`src/rtl/hdr_pkg.sv`:
```
package hdr_pkg;
    localparam int SAMP_W   = 8;
    localparam int NUM_CAP  = 6;
    localparam int CAP_W    = $clog2(NUM_CAP);
    localparam int LAST_CAP = NUM_CAP - 1;
    localparam int OUT_W    = SAMP_W + LAST_CAP;

    typedef logic [CAP_W-1:0]  cap_t;
    typedef logic [SAMP_W-1:0] samp_t;
    typedef logic [OUT_W-1:0]  hdr_t;

    localparam cap_t LAST_IDX  = cap_t'(LAST_CAP);
    localparam cap_t FIRST_IDX = '0;
    localparam hdr_t HDR_MAX   = '1;

    // Per-pixel state kept between captures of one frame
    typedef struct packed {
        logic  sat;        // a saturated capture was seen this frame
        logic  first_sat;  // the very first capture was saturated
        cap_t  keep_idx;   // capture index of the kept sample
        samp_t keep;       // last unsaturated sample
        cap_t  next_cap;   // capture index expected next
    } pix_state_t;

    localparam pix_state_t STATE_INIT = '0;

    // Result of examining one incoming capture
    typedef struct packed {
        logic accept;
        logic emit;
        logic err;
    } upd_flags_t;

    // Bring a sample taken at capture idx onto the longest exposure scale
    function automatic hdr_t scale_to_long(input samp_t s, input cap_t idx);
        hdr_t w;
        w = hdr_t'(s);
        return w << (LAST_IDX - idx);
    endfunction
endpackage

```
`src/rtl/hdr_state_mem.sv`:
```
module hdr_state_mem
    import hdr_pkg::*;
#(
    parameter int NPIX   = 16,
    parameter int ADDR_W = $clog2(NPIX)
) (
    input  logic              clk,
    input  logic              rst,
    input  logic [ADDR_W-1:0] rd_addr,
    output pix_state_t        rd_data,
    input  logic              wr_en,
    input  logic [ADDR_W-1:0] wr_addr,
    input  pix_state_t        wr_data
);
    pix_state_t mem [NPIX];

    always_ff @(posedge clk) begin
        if (rst) begin
            for (int i = 0; i < NPIX; i++) mem[i] <= STATE_INIT;
        end else if (wr_en) begin
            mem[wr_addr] <= wr_data;
        end
    end

    assign rd_data = mem[rd_addr];
endmodule

```
`src/rtl/hdr_capture_update.sv`:
```
module hdr_capture_update
    import hdr_pkg::*;
(
    input  pix_state_t cur,
    input  cap_t       cap,
    input  samp_t      samp,
    input  samp_t      thresh,
    output pix_state_t merged,
    output pix_state_t wb,
    output upd_flags_t flags
);
    logic hit;

    always_comb begin
        hit          = (samp >= thresh);
        merged       = cur;
        flags.accept = (cap == cur.next_cap);
        flags.err    = !flags.accept;
        flags.emit   = flags.accept && (cap == LAST_IDX);

        if (flags.accept) begin
            merged.next_cap = (cap == LAST_IDX) ? FIRST_IDX : cap + cap_t'(1);
            if (!cur.sat) begin
                if (hit) begin
                    merged.sat = 1'b1;
                    if (cap == FIRST_IDX) merged.first_sat = 1'b1;
                end else begin
                    merged.keep     = samp;
                    merged.keep_idx = cap;
                end
            end
        end

        wb = flags.emit ? STATE_INIT : merged;
    end
endmodule

```
`src/rtl/hdr_scale.sv`:
```
module hdr_scale
    import hdr_pkg::*;
(
    input  pix_state_t st,
    output hdr_t       value
);
    always_comb begin
        if (st.first_sat) value = HDR_MAX;
        else              value = scale_to_long(st.keep, st.keep_idx);
    end
endmodule

```
`src/rtl/hdr_combiner.sv`:
```
module hdr_combiner
    import hdr_pkg::*;
#(
    parameter int NPIX   = 16,
    parameter int ADDR_W = $clog2(NPIX)
) (
    input  logic              clk,
    input  logic              rst,
    input  logic [SAMP_W-1:0] sat_thresh,
    input  logic              in_valid,
    input  logic [ADDR_W-1:0] in_addr,
    input  logic [CAP_W-1:0]  in_cap,
    input  logic [SAMP_W-1:0] in_sample,
    output logic              out_valid,
    output logic [ADDR_W-1:0] out_addr,
    output logic [OUT_W-1:0]  out_value,
    output logic              order_err
);
    pix_state_t cur_st, merged_st, wb_st;
    upd_flags_t flags;
    hdr_t       scaled;

    hdr_state_mem #(.NPIX(NPIX), .ADDR_W(ADDR_W)) u_mem (
        .clk     (clk),
        .rst     (rst),
        .rd_addr (in_addr),
        .rd_data (cur_st),
        .wr_en   (in_valid && flags.accept),
        .wr_addr (in_addr),
        .wr_data (wb_st)
    );

    hdr_capture_update u_upd (
        .cur    (cur_st),
        .cap    (in_cap),
        .samp   (in_sample),
        .thresh (sat_thresh),
        .merged (merged_st),
        .wb     (wb_st),
        .flags  (flags)
    );

    hdr_scale u_scale (
        .st    (merged_st),
        .value (scaled)
    );

    always_ff @(posedge clk) begin
        if (rst) begin
            out_valid <= 1'b0;
            out_addr  <= '0;
            out_value <= '0;
            order_err <= 1'b0;
        end else begin
            out_valid <= in_valid && flags.emit;
            order_err <= in_valid && flags.err;
            if (in_valid && flags.emit) begin
                out_addr  <= in_addr;
                out_value <= scaled;
            end
        end
    end
endmodule

```
`config.mk`:
```
export PLATFORM = sky130hd
export DESIGN_NAME = hdr_combiner
export DESIGN_NICKNAME = d
export VERILOG_FILES = /design/src/rtl/hdr_pkg.sv /design/src/rtl/hdr_state_mem.sv /design/src/rtl/hdr_capture_update.sv /design/src/rtl/hdr_scale.sv /design/src/rtl/hdr_combiner.sv
export SDC_FILE = /design/constraint.sdc
export NUM_CORES = 1
export LEC_CHECK = 0
export ABC_CLOCK_PERIOD_IN_PS = 10850
export BUFFER_PORTS_ARGS = -buffer_cell sky130_fd_sc_hd__buf_2
export CAP_MARGIN = 20
export CORE_MARGIN = 5
export CORE_UTILIZATION = 40
export DETAILED_ROUTE_END_ITERATION = 16
export PLACE_DENSITY = 0.58
export SYNTH_ARGS = -nofsm -noshare
export SYNTH_HDL_FRONTEND = slang
export SYNTH_SLANG_ARGS = --single-unit
```
`constraint.sdc`:
```
create_clock -name clk -period 10.85 [get_ports clk]
set_input_delay 3.255 -clock clk [delete_from_list [all_inputs] [get_ports clk]]
set_output_delay 3.255 -clock clk [all_outputs]
set_load 0.005 [all_outputs]
```
## Word-level counts from Yosys, hierarchy flattened

Memories as Yosys holds them, arrays and structs flattened.
Index checks and enable logic that the tools add are counted.

| operators by class | value |
|---|---|
| add/sub/neg operators | 2 |
| multiply operators | 0 |
| div/mod/pow operators | 0 |
| order comparisons | 1 |
| equal/unequal tests | 2 |
| shift-type cells | 1 |
| mux-type cells | 16 |
| bitwise logic cells | 0 |
| reductions and logical operators | 7 |

Operator list:

| cell | number |
|---|---|
| 2-to-1 mux 16 bit | 3 |
| 2-to-1 mux 13 bit | 2 |
| OR reduction 16 bit | 1 |
| left shift 8 x 3 -> 13 bit | 1 |
| 2-to-1 mux 11 bit | 1 |
| greater-or-equal comparator 8 bit | 1 |
| 2-to-1 mux 1 bit | 7 |
| logical AND 1 bit | 4 |
| 2-to-1 mux 4 bit | 1 |
| adder 3 x 1 -> 3 bit (second input constant) | 1 |
| equality test 3 bit | 1 |
| equality test 3 bit (second input constant) | 1 |
| zero test 3 bit | 1 |
| 2-to-1 mux 3 bit | 1 |
| subtractor 3 bit (first input constant) | 1 |
| 2-to-1 mux 2 bit | 1 |
| zero test 1 bit | 1 |

| word-level totals | value |
|---|---|
| flip-flop bits (word level) | 19 |
| bits in latches | 0 |
| memory bits (writable) | 256 |
| bits in read-only memories | 0 |
| output and inout bits | 19 |
| memories | 1 |

Memory list:

| memory | depth | width | read ports | clocked after Yosys merged registers in | write ports | RTL line | source |
|---|---|---|---|---|---|---|---|
| u_mem.mem | 16 | 16 | 1 | 0 | 16 | hdr_state_mem.sv:15 | `pix_state_t mem [NPIX];` |

## Depth between registers and ports, before layout

Gate-level depths: netlist of run 1.

| depth | value |
|---|---|
| depth in word-level cells | 8 |
| gate-level depth with buffers | 15 |
| gate-level depth less buffers | 11 |

## Hierarchy

A second synthesis of run 1 with hierarchy kept.

| unflattened totals | value |
|---|---|
| cells, all modules | 977 |
| area, all modules | 13733.2 um^2 |

By module, submodules not included:

| module | times used | cells an instance | area an instance (um^2) |
|---|---|---|---|
| hdr_state_mem | 1 | 722 | 11562.3 |
| hdr_combiner | 1 | 84 | 878.3 |
| hdr_capture_update | 1 | 106 | 804.5 |
| hdr_scale | 1 | 65 | 488.0 |

## Least setup slack after synthesis of run 1

OpenSTA, ideal clock, no wires.

| path | value |
|---|---|
| path type | input-to-reg |
| start | input port in_addr[1] |
| end | memory u_mem.mem[6][0] (netlist name) (enable) |
| library setup time | 0.375 ns |
| arrival | 5.594 ns |
| data required time | 10.475 ns |
| slack | 4.881 ns |
| stages on the path | 11 |
| buffers on the path | 2 |
| cells stage by stage | buf_6 mux2i_1 a22o_1 a2111oi_2 a31oi_2 xnor2_4 nor3b_2 nor2b_1 buf_2 nand3_1 nand2b_1 |

RTL lines:

| what | RTL line | source |
|---|---|---|
| start, declared | hdr_combiner.sv:11 | `input logic [ADDR_W-1:0] in_addr,` |
| end, declared | hdr_state_mem.sv:15 |  |

==> metrics.md, run 1 <==
| Metric | Value |
|---|---|
| Crit. Startpoint | in_addr[1] |
| I/O Buffers | 44 |
| Area leader, netlist | edfxtp_1 |
| Largest net degree at the start of global routing | 53 |
| Post-synth cell types | 59 |
| RSZ-0062 raised after global routing | no |
| Top-count cell post-synth | nor2_1 |
| Ys async rst share | 0% |
| Drc violations | 0 |
| Fin. Hold Viols | 0 |
| Power Density | 174 nW/µm² |
| Die X-Extent | 191 µm |
| Min Hold Slack | 0.459 ns |
| CTS tree | built |
| Syn Inst Count | 1007 |
| # setup viols final | 0 |
| Total number of vias | 8262 |
| Num CTS Buffers | 29 |
| Clock Tree Root | clkbuf_16 |
| Clock slew at reported path FFs | 0.06 ns |
| Crit path kind | in -> reg |
| Share of the yosys chip area belonging to registers | 61.3% |
| Initial Util | 40.5% |
| Fin crit period | 7.63 ns |
| Post-Synthesis Cell Area | 13200 µm² |
| Gr ovfl total | 0 |
| Area fraction of the dominant cell type after synthesis | 58.4% |
| I/O pins | 45 |
| Core ar. | 32500 µm² |
| CTS Sinks | 275 |
| Maximum capacitance violations | 0 |
| Fillers | 2994 |
| Syn_nets | 1041 |
| Status | finished, final reports clean |
| Met3 Usage GRT | 2.57% |
| Clock Skew | 0.0287 ns |
| Initial DRC count | 907 |
| Vias in the first global route | 8171 |
| Crit path capture type | register |
| Clk Latency, worst-skew pair | 0.56 ns |
| All-layer global routing usage | 19.7% |
| Layout cells sized above 1 | 19.2% |
| Worst IR Drop VDD | 144 µV |
| Met2 Use GR | 31.2% |
| Crit path to | u_mem.mem[6][11] |
| Post-synth top cells | nor2_1, edfxtp_1, mux4_2, nand2_1, mux2i_1 |
| Area Overhead vs Synth | 11.0% |
| GRT Max-Usage Layer | met2 |
| Ant diodes | 0 |
| Post-CTS setup buffers | 0 |
| H-tree depth | 1 |
| Area contributors post-synth | edfxtp_1, mux4_2, nor2_1 |
| Worst relative slew slack | 28.7% |
| Top FF cell, synth | edfxtp_1 |
| Worst R2R Path Depth | 9 |
| Die area | 36700 µm² |
| Critical path peak fanout | 52 |
| Reg2reg end | u_mem.mem[6][11] |
| Clk buf depth | 3 |
| Rows | 66 |
| Post-DP HPWL | 23.8 mm |
| Initial antenna violation count | 0 |
| Fmax | 131 MHz |
| P_leak | 5.25 nW |
| First-pass GRT wire length | 53.8 mm |
| Final Max Slew Viols | 0 |
| Met1 GRT Util | 28.6% |
| FF+latch count, synth | 275 |
| Hold Path Class | reg -> reg |
| Post-synth EDFFs | 256 |
| Reg-to-reg slack, setup | 6.39 ns |
| WP data required | 11.04 ns |
| Drt pass-1 iters | 7 |
| Worst-Margin Slew | 1.06 ns |
| Vias per cell | 5.58 |
| Routed Antenna Nets | 0 |
| Final #Nets | 1050 |
| Critical R2R Launch | u_mem.mem[1][0] |
| Crit path launch type | input pin |
| # hold bufs at CTS | 0 |
| Fin crit share | 70.3% |
| Post-CTS resize count | 0 |
| Setup TNS | 0 ns |
| RD Place Congestion | 0.885 |
| Final Util | 44.9% |
| WP data arrival | 7.82 ns |
| Syn Area/Cell | 13.1 µm² |
| Post-DR wirelength/cell | 24.3 µm |
| Die height | 191 µm |
| Synth Warn # | 0 |
| Drt total wl | 36.0 mm |
[layer usage]
layer / wire length, µm / vias up
li1: - / 3723
met4: 1210 / 0
met1: 15500 / 4152
met2: 16700 / 327
met5: 0 / -
met3: 2690 / 60
[critical path: stages]
cell and delay, ns:
buf_4 0.59, buf_4 0.41, mux2i_1 0.12, a22oi_1 0.20, a21oi_1 0.09, a21oi_1 0.28
xnor2_1 0.23, nor3b_2 0.24, nor2b_1 0.75, nand3_1 0.70, nand2b_1 0.84
[cell usage in the layout, fill, tap and decap left out, types with 18 or more instances in the layout]
cell / instances
a21oi_1: 18
mux2i_1: 51
nand2b_1: 22
nor2_1: 264
edfxtp_1: 256
clkbuf_16: 29
dfxtp_1: 19
a22oi_1: 31
buf_2: 42
mux2_2: 20
nor3_1: 18
nand2_1: 54
mux4_2: 55
[power by group]
part           internal, W  leakage, nW  switching, W
registers          0.00119         2.80     0.0000132
logic            0.0000971         1.97      0.000215
clock network     0.000610        0.491      0.000420
[flip-flops by register name, indices dropped and copies added (netlist names)]
name and cells:
u_mem.mem 256, out_valid 1, order_err 1, out_value 13, out_addr 4
[logic make-up after synthesis]
logic type	Yosys count	share of synthesized area, %
xor+xnor	5	0.475
buf+inv	89	3.50
simple gates	404	13.4
compound gates	94	5.07
mux	132	15.6
fa+ha+maj	8	0.760
flops	275	61.3
[metrics by stage]
| stage | power, W | instance area, µm² | instances | worst slack, ns |
|---|---|---|---|---|
| CTS | 0.00256 | 14600 | 1481 | 3.29 |
| floorplan | 0.00143 | 13200 | 1007 | 4.88 |
| global route | 0.00263 | 14600 | 1481 | 2.80 |
| detailed placement | 0.00154 | 13600 | 1427 | 2.71 |
| finish | 0.00255 | 14600 | 1481 | 3.22 |
| global placement | 0.00154 | 13600 | 1427 | 2.78 |
[how the worst min path moves through the flow]
stage	start	to	slack [ns]	depth (start not counted)
after CTS	out_addr[3]	out_addr[3]	0.46	2
after global routing	out_value[5]	out_value[5]	0.49	2
after floorplan	out_addr[0]	out_addr[0]	0.45	2
after global placement	out_addr[3]	out_addr[3]	0.45	2
after detailed placement	out_addr[0]	out_addr[0]	0.45	2
final	out_addr[3]	out_addr[3]	0.46	2
[layout make-up]
class	count	area (µm²)	area share [%]
Sequential cell	275	8070	55.2
Multi-Input combinational cell	643	4660	31.9
Clock inverter	22	246	1.69
Inverter	12	45.0	0.308
Timing Repair Buffer	55	308	2.11
Tap cell	442	553	3.78
Clock buffer	32	737	5.04
Note: power is estimated with default switching activity, not from simulation.
==> run 2, diff against run 1 <==
- ABC_CLOCK_PERIOD_IN_PS: 10850 -> 7390
- clock period: 10.85 -> 7.39 ns (I/O delays scaled with it)
==> run 2 against run 1 <==
  * Combinational power is 40% higher
  * Critical path depth shrank 2
  * Largest cell class unchanged
  * First-iteration DRC count is 8.7% lower
  * Clock power grew 42%
  * Non-clock buffer count rose by 34
  * Clock-buffer cell count is 4 higher
  * Cell count up 2.3%
  * Register-to-register slack worse by 2.6 ns
  * Total power up 44%
  * Critical path type unchanged
==> metrics.md, run 2 (synthesis gave the netlist of run 1 again) <==
| Metric | Value |
|---|---|
| Worst IR Drop VDD | 157 µV |
| H-tree depth | 1 |
| Post-CTS resize count | 0 |
| CTS tree | built |
| Largest Register | u_mem.mem |
| WP data required | 7.64 ns |
| Layout Cells excl Fill | 1515 |
| Largest net degree at the start of global routing | 35 |
| Hold Path Class | reg -> reg |
| I/O Buffers | 44 |
| Critical R2R Launch | u_mem.mem[3][0] |
| Die X-Extent | 191 µm |
| Most common cell after layout, fill and taps aside | nor2_1 |
| Final Max Slew Viols | 0 |
| All-layer global routing usage | 18.7% |
| Placed cell area | 13900 µm² |
| Most frequent cells in the layout | nor2_1, edfxtp_1, mux4_2, nand2_1, mux2i_1 |
| Status | finished, final reports clean |
| Initial Util | 40.5% |
| Fin crit period | 5.76 ns |
| Area Overhead vs Synth | 12.9% |
| Comb pwr share | 11.9% |
| Post-DP HPWL | 22.3 mm |
| RD Place Congestion | 0.816 |
| Clock Tree Root | clkbuf_16 |
| Die area | 36700 µm² |
| Switch share | 24.5% |
| # setup viols final | 0 |
| Drt total wl | 33.9 mm |
| Post-route cell area | 14900 µm² |
| First-pass GRT wire length | 52.5 mm |
| Post-CTS setup buffers | 0 |
| I/O pins | 45 |
| Die height | 191 µm |
| Final #Nets | 1085 |
| Drt pass-1 iters | 5 |
| Vias per cell | 5.51 |
| Clk buf depth | 3 |
| Fin. Hold Viols | 0 |
| Routed Antenna Nets | 0 |
| Crit path to | u_mem.mem[2][3] |
| Reg2reg end | u_mem.mem[2][3] |
| Num CTS Buffers | 30 |
| Vias in the first global route | 8423 |
| Rows | 66 |
| Area of the multi-input gates | 4650 µm² |
| Post-DR wirelength/cell | 22.4 µm |
| Cell Int Power | 0.00276 W |
| Ant diodes | 0 |
| Gr ovfl total | 0 |
| Max FFs per register | 256 |
| Layout cells sized above 1 | 20.8% |
| Critical path peak fanout | 28 |
| Power Density | 246 nW/µm² |
| WP data arrival | 6.01 ns |
| Drc violations | 0 |
| Share of power burned in registers | 48.1% |
| Worst relative slew slack | 34.7% |
| Fmax | 174 MHz |
| Setup TNS | 0 ns |
| CTS Sinks | 275 |
| Worst-Margin Slew | 0.979 ns |
| Crit path kind | in -> reg |
| Dpl cells | 1460 |
| Seq. cell area | 8070 µm² |
| Clock slew at reported path FFs | 0.05 ns |
| Fin crit share | 77.9% |
| Top Registers | u_mem.mem x256, out_value x13, out_addr x4 |
| Clock Skew | 0.0138 ns |
| Crit path launch type | input pin |
| Crit path capture type | register |
| P_leak | 5.39 nW |
| # hold bufs at CTS | 0 |
| Core ar. | 32500 µm² |
| Reg-to-reg slack, setup | 3.75 ns |
| Fillers | 2976 |
| Maximum capacitance violations | 0 |
| Crit. Startpoint | in_addr[0] |
| Clk Latency, worst-skew pair | 0.55 ns |
| Initial antenna violation count | 0 |
| Net Sw Power | 0.000897 W |
| Clock share of power | 39.9% |
| Initial DRC count | 828 |
| RSZ-0062 raised after global routing | no |
| Worst R2R Path Depth | 9 |
| Total number of vias | 8345 |
## run 2: how the worst min path moves through the flow
stage	from	end	slack, ns	cells after the start
3_5_place_dp	out_addr[2]	out_addr[2]	0.44	2
3_3_place_gp	out_addr[1]	out_addr[1]	0.44	2
2_1_floorplan	out_addr[0]	out_addr[0]	0.45	2
6_report	out_addr[2]	out_addr[2]	0.45	2
5_1_grt	out_addr[2]	out_addr[2]	0.46	2
4_1_cts	out_addr[2]	out_addr[2]	0.45	2
## run 2: cell type report
| cell class | instances | area share (%) |
|---|---|---|
| flip-flops and latches | 275 | 54.3 |
| multi-input cells | 643 | 31.3 |
| inverters | 12 | 0.303 |
| clock inverters | 18 | 1.11 |
| repair buffers | 89 | 3.96 |
| well taps | 442 | 3.72 |
| clock buffers | 36 | 5.34 |
## run 2: metrics by stage
| step | hold WS (ns) | power [W] | util, % | setup WS [ns] |
|---|---|---|---|---|
| 2_1_floorplan | 0.448 | 0.00209 | - | 2.46 |
| 3_3_place_gp | 0.439 | 0.00223 | 42.7 | 1.08 |
| 3_5_place_dp | 0.442 | 0.00223 | 42.7 | 1.05 |
| 4_1_cts | 0.450 | 0.00368 | 45.7 | 1.62 |
| 5_1_grt | 0.464 | 0.00379 | 45.7 | 1.39 |
| 6_report | 0.449 | 0.00366 | 45.7 | 1.63 |
## run 2: power by group through the flow
stage                     combinational, W  sequential, W  clock, W
final                             0.000437        0.00176   0.00146
after detailed placement          0.000436        0.00180         0
after floorplan                   0.000306        0.00179         0
after global placement            0.000435        0.00179         0
after global routing              0.000473        0.00177   0.00156
after CTS                         0.000437        0.00176   0.00148
## run 2: metal layers
| metal | routed length (µm) | GRT usage [%] | vias to the layer above |
|---|---|---|---|
| met5 | 0 | 0 | - |
| li1 | - | - | 3789 |
| met3 | 2080 | 3.16 | 44 |
| met2 | 15800 | 30.2 | 251 |
| met1 | 15500 | 27.1 | 4261 |
| met4 | 544 | 3.81 | 0 |
## run 2: critical path: stages
cell and delay, ns:
buf_4 0.45, buf_4 0.39, mux4_2 0.56, a22oi_1 0.30
nand3_1 0.20, nor4b_4 0.73, buf_4 0.25, mux2i_2 0.79
nor3_1 0.12
==> run 3, diff against run 2 <==
- ABC_CLOCK_PERIOD_IN_PS: 7390 -> 4700
- PLACE_DENSITY: 0.58 -> 0.61
- clock period: 7.39 -> 4.7 ns (I/O delays scaled with it)
==> run 3 against run 2 <==
  * Flip-flop and latch count unchanged
  * Utilization up 1.6 points
  * Clock power up 50%
  * Cell area up 3.6%
  * Clock skew up 0.0051 ns
  * Global-route usage down 0.56 points
  * Largest power group unchanged
  * Via count up 1.3%
  * Largest cell class unchanged
==> metrics.md, run 3 (synthesis gave the netlist of run 1 again) <==
| Metric | Value |
|---|---|
| Most frequent cells in the layout | nor2_1, edfxtp_1, buf_4, mux4_2, nand2_1 |
| Initial antenna violation count | 0 |
| Power Density | 373 nW/µm² |
| Ant diodes | 0 |
| Clock slew at reported path FFs | 0.06 ns |
| Core ar. | 32500 µm² |
| Drt total wl | 33.1 mm |
| Largest Register | u_mem.mem |
| Clock Skew | 0.0189 ns |
| Crit path capture type | register |
| Final Max Slew Viols | 0 |
| Clk Latency, worst-skew pair | 0.56 ns |
| Maximum capacitance violations | 0 |
| Worst relative slew slack | 57.9% |
| Fmax | 251 MHz |
| CTS tree | built |
| Initial DRC count | 815 |
| I/O pins | 45 |
| Die area | 36700 µm² |
| # hold bufs at CTS | 0 |
| Status | finished, final reports clean |
| Rows | 66 |
| # setup viols final | 0 |
| Crit path kind | in -> reg |
| CTS Sinks | 275 |
| I/O Buffers | 44 |
| Crit. Startpoint | in_addr[1] |
| Post-CTS setup buffers | 0 |
| Hold Path Class | reg -> reg |
| Post-DR wirelength/cell | 21.2 µm |
| Critical path peak fanout | 24 |
| Setup TNS | 0 ns |
| Area Overhead vs Synth | 16.9% |
| Post-CTS resize count | 0 |
| Post-route cell area | 15400 µm² |
| Fin. Hold Viols | 0 |
| WP data required | 5.17 ns |
| Post-DP HPWL | 23.1 mm |
| First-pass GRT wire length | 51.1 mm |
| Hold path startpoint | out_addr[3] |
| Initial Util | 40.5% |
| Max FFs per register | 256 |
| P_leak | 5.67 nW |
| All-layer global routing usage | 18.2% |
| Clock Tree Root | clkbuf_16 |
| RD Place Congestion | 0.838 |
| Routed Antenna Nets | 0 |
| Dpl cells | 1508 |
| Worst-Margin Slew | 0.632 ns |
| Vias in the first global route | 8373 |
| Final #Nets | 1132 |
| Layout Cells excl Fill | 1559 |
| Most common cell after layout, fill and taps aside | nor2_1 |
| Num CTS Buffers | 30 |
| Critical R2R Launch | u_mem.mem[1][0] |
| Gr ovfl total | 0 |
| Fin crit share | 84.9% |
| WP data arrival | 4.46 ns |
| Die X-Extent | 191 µm |
| RSZ-0062 raised after global routing | no |
| Fin crit period | 3.99 ns |
| Drc violations | 0 |
| Top Registers | u_mem.mem x256, out_value x13, out_addr x4 |
| Worst IR Drop VDD | 309 µV |
| Total number of vias | 8453 |
| Crit path launch type | input pin |
| Placed cell area | 14500 µm² |
| Vias per cell | 5.42 |
| Drt pass-1 iters | 5 |
| Largest net degree at the start of global routing | 36 |
| Clk buf depth | 3 |
| H-tree depth | 1 |
| Layout cells sized above 1 | 23.6% |
| Die height | 191 µm |
-- run 3: cell count changes in the layout (fill, tap and decap cells not counted) --
cell / previous run / this run
buf_4: 45 / 74
clkinv_16: 0 / 1
buf_12: 2 / 20
clkinv_1: 7 / 6
clkinvlp_4: 2 / 0
clkbuf_16: 31 / 30
clkinv_2: 5 / 3
bufinv_16: 3 / 2
clkbuf_1: 5 / 9
inv_6: 1 / 0
-- run 3: final timing paths --
| path | end | slack (ns) | depth (start not counted) |
|---|---|---|---|
| worst max register to register | out_value[8] | 1.58 | 12 |
| worst max-delay path | out_value[8] | 0.71 | 15 |
| worst min-delay path | out_addr[3] | 0.45 | 2 |
| worst min register to register | out_addr[3] | 0.45 | 2 |
-- run 3: layer usage --
| layer | up-vias | global-route usage [%] | wire (µm) |
|---|---|---|---|
| li1 | 3879 | - | - |
| met1 | 4277 | 25.9 | 14600 |
| met2 | 257 | 30.1 | 15900 |
| met3 | 40 | 2.63 | 1980 |
| met4 | 0 | 3.51 | 563 |
| met5 | - | 0 | 0 |
-- run 3: where the power goes --
group | leakage [nW] | switching (W) | internal (W)
Sequential | 2.80 | 0.0000228 | 0.00275
Clock | 0.441 | 0.000919 | 0.00128
Combinational | 2.44 | 0.000456 | 0.000325
Total | 5.67 | 0.00140 | 0.00435
-- run 3: worst max-delay path, cell delays in order --
cell	delay, ns
buf_4	0.11
buf_12	0.19
buf_4	0.23
mux2i_1	0.10
a22oi_1	0.25
a21oi_1	0.10
a21oi_1	0.28
xnor2_1	0.20
buf_4	0.16
nor4b_4	0.23
buf_12	0.22
buf_4	0.22
mux2i_1	0.40
a211oi_1	0.17
nor3_1	0.16
-- run 3: cell type report --
| type | count | area (µm²) |
|---|---|---|
| clock buffers | 39 | 785 |
| clock inverters | 12 | 128 |
| fillers | 2924 | 17100 |
| inverters | 12 | 45.0 |
| multi-input cells | 643 | 4650 |
| flip-flops and latches | 275 | 8070 |
| well taps | 442 | 553 |
| repair buffers | 136 | 1170 |
-- run 3: metrics by stage --
step | hold WS [ns] | power, W | setup WS (ns) | util, %
after floorplan | 0.448 | 0.00329 | 0.576 | -
after global placement | 0.439 | 0.00359 | 0.190 | 44.5
after detailed placement | 0.445 | 0.00360 | 0.189 | 44.5
after CTS | 0.454 | 0.00579 | 0.756 | 47.3
after global routing | 0.468 | 0.00596 | 0.491 | 47.3
final | 0.450 | 0.00575 | 0.711 | 47.3
